<file path="src/rtl/acc_alu.sv">
module acc_alu #(
  parameter int DW  = 8,
  parameter int OPW = 5
) (
  input  logic                   clk,
  input  logic                   rst_n,
  input  logic                   exec_i,
  input  logic [OPW-1:0]         op_i,
  input  logic [DW-1:0]          w_i,
  input  logic [DW-1:0]          f_i,
  input  logic [$clog2(DW)-1:0]  bit_sel_i,
  input  logic                   dest_f_i,
  output logic [DW-1:0]          result_o,
  output logic                   wr_file_o,
  output logic                   c_o,
  output logic                   dc_o,
  output logic                   z_o
);
  localparam int HALF = DW / 2;
  localparam logic [OPW-1:0] OP_STW = 0, OP_ADD = 1, OP_SUB = 2, OP_AND = 3,
    OP_IOR = 4, OP_XOR = 5, OP_COM = 6, OP_INC = 7, OP_DEC = 8, OP_CLR = 9,
    OP_MOV = 10, OP_RLC = 11, OP_RRC = 12, OP_SWP = 13, OP_BST = 14,
    OP_BCL = 15, OP_LDW = 16;

  logic [DW:0]     add_w, sub_w;
  logic [HALF:0]   add_n, sub_n;
  logic [DW-1:0]   mask, res;
  logic            nc, ndc, uc, udc, uz;

  assign add_w = {1'b0, f_i} + {1'b0, w_i};
  assign sub_w = {1'b0, f_i} + {1'b0, ~w_i} + {{DW{1'b0}}, 1'b1};
  assign add_n = {1'b0, f_i[HALF-1:0]} + {1'b0, w_i[HALF-1:0]};
  assign sub_n = {1'b0, f_i[HALF-1:0]} + {1'b0, ~w_i[HALF-1:0]} + {{HALF{1'b0}}, 1'b1};
  assign mask  = {{(DW-1){1'b0}}, 1'b1} << bit_sel_i;

  always_comb begin
    res = '0; nc = c_o; ndc = dc_o; uc = 1'b0; udc = 1'b0; uz = 1'b0;
    case (op_i)
      OP_STW: res = w_i;
      OP_ADD: begin res = add_w[DW-1:0]; nc = add_w[DW]; ndc = add_n[HALF]; uc = 1'b1; udc = 1'b1; uz = 1'b1; end
      OP_SUB: begin res = sub_w[DW-1:0]; nc = sub_w[DW]; ndc = sub_n[HALF]; uc = 1'b1; udc = 1'b1; uz = 1'b1; end
      OP_AND: begin res = f_i & w_i; uz = 1'b1; end
      OP_IOR: begin res = f_i | w_i; uz = 1'b1; end
      OP_XOR: begin res = f_i ^ w_i; uz = 1'b1; end
      OP_COM: begin res = ~f_i; uz = 1'b1; end
      OP_INC: begin res = f_i + 1'b1; uz = 1'b1; end
      OP_DEC: begin res = f_i - 1'b1; uz = 1'b1; end
      OP_CLR: begin res = '0; uz = 1'b1; end
      OP_MOV: begin res = f_i; uz = 1'b1; end
      OP_RLC: begin res = {f_i[DW-2:0], c_o}; nc = f_i[DW-1]; uc = 1'b1; end
      OP_RRC: begin res = {c_o, f_i[DW-1:1]}; nc = f_i[0]; uc = 1'b1; end
      OP_SWP: res = {f_i[HALF-1:0], f_i[DW-1:HALF]};
      OP_BST: res = f_i | mask;
      OP_BCL: res = f_i & ~mask;
      OP_LDW: res = f_i;
      default: res = '0;
    endcase
  end

  assign result_o  = res;
  assign wr_file_o = (op_i == OP_STW) ? 1'b1 : (op_i == OP_LDW) ? 1'b0 : dest_f_i;

  always_ff @(posedge clk or negedge rst_n) begin
    if (!rst_n) begin
      c_o <= 1'b0; dc_o <= 1'b0; z_o <= 1'b0;
    end else if (exec_i) begin
      if (uc)  c_o  <= nc;
      if (udc) dc_o <= ndc;
      if (uz)  z_o  <= (res == '0);
    end
  end
endmodule


</file>
<file path="config.mk">
export PLATFORM = sky130hd
export DESIGN_NAME = acc_alu
export DESIGN_NICKNAME = d
export VERILOG_FILES = /design/src/rtl/acc_alu.sv
export SDC_FILE = /design/constraint.sdc
export NUM_CORES = 1
export LEC_CHECK = 0
export ABC_CLOCK_PERIOD_IN_PS = 4500
export BUFFER_PORTS_ARGS = -buffer_cell sky130_fd_sc_hd__buf_2
export CORE_MARGIN = 1
export CORE_UTILIZATION = 55
export DETAILED_ROUTE_END_ITERATION = 12
export PLACE_DENSITY = 0.89
export SLEW_MARGIN = 10
export SYNTH_ARGS = -nofsm -noshare
export SYNTH_HDL_FRONTEND = slang
export SYNTH_SLANG_ARGS = --single-unit
</file>
<file path="constraint.sdc">
create_clock -name clk -period 4.5 [get_ports clk]
set_input_delay 0 -clock clk [delete_from_list [all_inputs] [get_ports clk]]
set_output_delay 0 -clock clk [all_outputs]
set_load 0.1 [all_outputs]
</file>
==> impl_metrics.xml <==
<?xml version="1.0" encoding="UTF-8"?>
<metrics>
  <group name="timing">
    <metric name="maxClockFrequency" unit="MHz">293</metric>
    <metric name="slew_viol_final" unit="">0</metric>
    <metric name="rsz0062_at_grt" unit="">no</metric>
    <metric name="slew_headroom" unit="%">39.3</metric>
    <metric name="fin_skew" unit="ns">0.0000753</metric>
    <metric name="hold_vio_cnt_final" unit="">0</metric>
    <metric name="worst_slew_pin_slew" unit="ns">0.899</metric>
    <metric name="layout_min_cycle_time" unit="ns">3.41</metric>
    <metric name="setup_violations" unit="">0</metric>
    <metric name="ratio_of_final_minimum_period_to_clock_period" unit="%">75.8</metric>
    <metric name="post-route-worst-setup-slack" unit="ns">1.09</metric>
    <metric name="fin_worst_hold_slack" unit="ns">0.0561</metric>
    <metric name="total_neg_setup_slack" unit="ns">0</metric>
  </group>
  <group name="setup_path">
    <metric name="timing.rr.start" unit="">c_o</metric>
    <metric name="ff_to_ff_path_depth" unit="">5</metric>
    <metric name="slowest_library_cell_on_the_worst_path" unit="">sky130_fd_sc_hd__nor3_1</metric>
    <metric name="critPathKind" unit="">primary input to register</metric>
    <metric name="worstPathArrival" unit="ns">3.54</metric>
    <metric name="path_max_fanout" unit="">17</metric>
    <metric name="crit_path_max_incr_delay" unit="ns">0.62</metric>
    <metric name="setup.reg_to_reg.worst_slack" unit="ns">2.17</metric>
    <metric name="critical_path.startpoint_type" unit="">primary input</metric>
    <metric name="worst-endpoint-required" unit="ns">4.63</metric>
    <metric name="crit_chain" unit="">buf_2, nor3_1, and2_1, ha_1, xor2_1, a222oi_1, nand4_1, nor4_1, or4b_1, o31ai_2</metric>
    <metric name="crit-reg2reg-capture" unit="">z_o</metric>
    <metric name="crit_path_end_kind" unit="">register</metric>
  </group>
  <group name="detailed_routing">
    <metric name="routed-via-count" unit="">3006</metric>
    <metric name="wire_per_inst" unit="um">21.5</metric>
    <metric name="drt-total-wl" unit="um">8520</metric>
    <metric name="post-route-drc-count" unit="">0</metric>
    <metric name="drt-pass1-iter-count" unit="">13</metric>
    <metric name="drt-vias-per-instance" unit="">7.59</metric>
    <metric name="initialDrtViolationCount" unit="">560</metric>
    <metric name="postRouteAntennaNets" unit="">0</metric>
  </group>
  <group name="global_routing">
    <metric name="globalRoute.totalOverflow" unit="">0</metric>
    <metric name="initial_antenna_violation_count" unit="">0</metric>
    <metric name="groute.usage.overall" unit="%">39.2</metric>
    <metric name="first_pass_grt_wire_length" unit="um">13100</metric>
    <metric name="grt_max_degree" unit="">31</metric>
    <metric name="first_global_vias" unit="">2621</metric>
  </group>
  <group name="clock_tree">
    <metric name="clkSlewWorstSetupHoldPaths" unit="ns">0.03</metric>
    <metric name="clkLatencyLatePin" unit="ns">0.22</metric>
    <metric name="tritoncts_num_sinks" unit="">3</metric>
    <metric name="postCtsSetupRepairBufs" unit="">0</metric>
    <metric name="clockBufferDepth" unit="">2</metric>
    <metric name="cts_made_buffers" unit="">3</metric>
    <metric name="clock_tree.htree_level_count" unit="">1</metric>
    <metric name="cts_tree" unit="">built</metric>
    <metric name="clock_tree_root_driver_cell" unit="">sky130_fd_sc_hd__clkbuf_8</metric>
  </group>
  <group name="logic_synthesis">
    <metric name="ys.warnings.count" unit="">0</metric>
    <metric name="synth-edff-count" unit="">0</metric>
    <metric name="total_of_flip_flops_plus_latches_after_synthesis" unit="">3</metric>
    <metric name="synth_top_area_share" unit="%">12.2</metric>
    <metric name="synth_cell_type_count" unit="">65</metric>
    <metric name="synth_seq_area_share" unit="%">3.32</metric>
    <metric name="postSynthNetCount" unit="">377</metric>
    <metric name="synth_instances" unit="">324</metric>
    <metric name="synthesis.area" unit="sq um">2260</metric>
    <metric name="synth_ff_type" unit="">sky130_fd_sc_hd__dfrtp_1</metric>
    <metric name="synth_area_per_cell" unit="sq um">6.98</metric>
    <metric name="synthDominantAreaCellType" unit="">sky130_fd_sc_hd__ha_1</metric>
    <metric name="yosys-top-cells-area" unit="">sky130_fd_sc_hd__ha_1, sky130_fd_sc_hd__a21oi_1, sky130_fd_sc_hd__nand2_1</metric>
    <metric name="synth_async_sr_flop_share" unit="%">100</metric>
  </group>
  <group name="die">
    <metric name="core_area" unit="sq um">3800</metric>
    <metric name="io_pins" unit="">40</metric>
    <metric name="fp.dieArea" unit="sq um">4370</metric>
    <metric name="die_h" unit="um">66.1</metric>
    <metric name="die_w" unit="um">66.1</metric>
    <metric name="rows" unit="">22</metric>
    <metric name="floorplan.initialDensity" unit="%">59.5</metric>
  </group>
  <group name="final_layout">
    <metric name="fin_nets" unit="">402</metric>
    <metric name="syn2layout_area_growth" unit="%">9.24</metric>
    <metric name="final_cell_mix" unit="">sky130_fd_sc_hd__buf_2, sky130_fd_sc_hd__nand2_1, sky130_fd_sc_hd__ha_1</metric>
    <metric name="ratio_of_cells_with_drive_above_1_in_the_final_layout" unit="%">16.7</metric>
    <metric name="most_common_cell_after_layout_fill_and_taps_aside" unit="">sky130_fd_sc_hd__buf_2</metric>
    <metric name="fillCellCount" unit="">350</metric>
    <metric name="multi_input_comb_area" unit="sq um">2000</metric>
    <metric name="antennaDiodeCount" unit="">0</metric>
    <metric name="seq_area" unit="sq um">75.1</metric>
  </group>
  <group name="placed_design">
    <metric name="hpwlAfterDp" unit="um">6240</metric>
    <metric name="place_congestion" unit="">1.03</metric>
    <metric name="place_ws" unit="ns">1.13</metric>
    <metric name="io_buffers" unit="">39</metric>
  </group>
  <group name="min_path">
    <metric name="holdPathEnd" unit="">dc_o</metric>
    <metric name="hold_path_depth" unit="">2</metric>
    <metric name="holdCritStartpoint" unit="">exec_i</metric>
    <metric name="worstHoldPathType" unit="">primary input to register</metric>
  </group>
  <group name="power">
    <metric name="cellLeakagePower" unit="uW">0.00105</metric>
    <metric name="power.ir.vdd_worst" unit="uV">143</metric>
    <metric name="cellPowerDensity" unit="nW/um^2">202</metric>
  </group>
  <group name="status">
    <metric name="result_of_the_run" unit="">completed</metric>
  </group>
  <group name="run">
    <metric name="drv_cap" unit="">0</metric>
  </group>
</metrics>
-- how the worst max path moves through the flow --
stage / endpoint / from / slack [ns]
2_1_floorplan: z_o / op_i[4] / 0.42
3_3_place_gp: z_o / op_i[4] / 1.32
3_5_place_dp: z_o / op_i[4] / 1.13
4_1_cts: z_o / op_i[4] / 1.23
5_1_grt: result_o[6] / op_i[4] / 0.93
6_report: z_o / op_i[4] / 1.09
-- registers in the layout, summed over array words and instances, names as in the netlist --
name / cells
z_o: 1
dc_o: 1
c_o: 1
-- stage by stage --
| stage | instance area (sq um) | std cells | total power [uW] | util (%) |
|---|---|---|---|---|
| floorplan | 2260 | 324 | 320 | - |
| global route | 2470 | 396 | 515 | 65.0 |
| global placement | 2410 | 391 | 397 | 63.6 |
| detailed placement | 2410 | 391 | 403 | 63.6 |
| finish | 2470 | 396 | 500 | 65.0 |
| CTS | 2470 | 396 | 486 | 65.0 |
-- final cells by class --
type	instances	area share [%]
Multi-Input combinational cell	279	80.9
Tap cell	48	2.43
Inverter	21	3.19
Timing Repair Buffer	41	8.61
Clock buffer	4	1.82
Sequential cell	3	3.04
-- report_power, final --
part / leakage [uW] / internal, uW / total [uW] / switching (uW)
logic: 0.000987 / 94.6 / 377 / 282
registers: 0.0000367 / 33.7 / 39.7 / 5.97
clock network: 0.0000228 / 60.8 / 83.2 / 22.4
-- logic make-up (layout without fill, tap and decap cells) --
family                   count (synthesis)  after routing  share of synthesized area, %
flip-flops                               3              3                          3.32
AO/OA/AOI/OAI                          116            116                          37.6
XOR/XNOR                                 8              8                          3.10
AND/OR/NAND/NOR                        130            130                          32.9
buffers and inverters                   42             66                          8.30
adder cells (fa/ha/maj)                 25             25                          14.8
-- critical path, delay by kind of cell --
family          cells  cell delay [ns]
fa+ha+maj           1             0.36
xor+xnor            1             0.16
compound gates      2             0.60
simple gates        5             2.23
buf+inv             1             0.19
-- cell usage after synthesis (all sizes together) (5+ instances only) --
cell    count
nor2b       5
o211ai      9
nor3       15
a22oi       5
nand3b      5
or3b        7
a21o        5
clkbuf      9
a221oi      5
nand2      23
a22o        7
inv        21
and3        5
xnor2       5
nand3      11
ha         22
nor2       15
and2        6
buf        12
or3         6
a21oi      21
o21ai      14
a211oi      7
nand4      10
-- layer usage --
| layer | vias to the layer above | GRT usage (%) | routed length, um |
|---|---|---|---|
| met2 | 292 | 60.8 | 3610 |
| li1 | 1315 | - | - |
| met3 | 73 | 5.34 | 1220 |
| met4 | 0 | 17.6 | 494 |
| met1 | 1326 | 53.2 | 3190 |
| met5 | - | 0 | 0 |
-- repair_timing --
| item | in CTS | in global routing |
|---|---|---|
| hold buffers | 1 | 0 |
| resized for setup | 0 | 0 |
| hold endpoints to repair | 3 | 0 |
(Power assumes the default switching activity.)
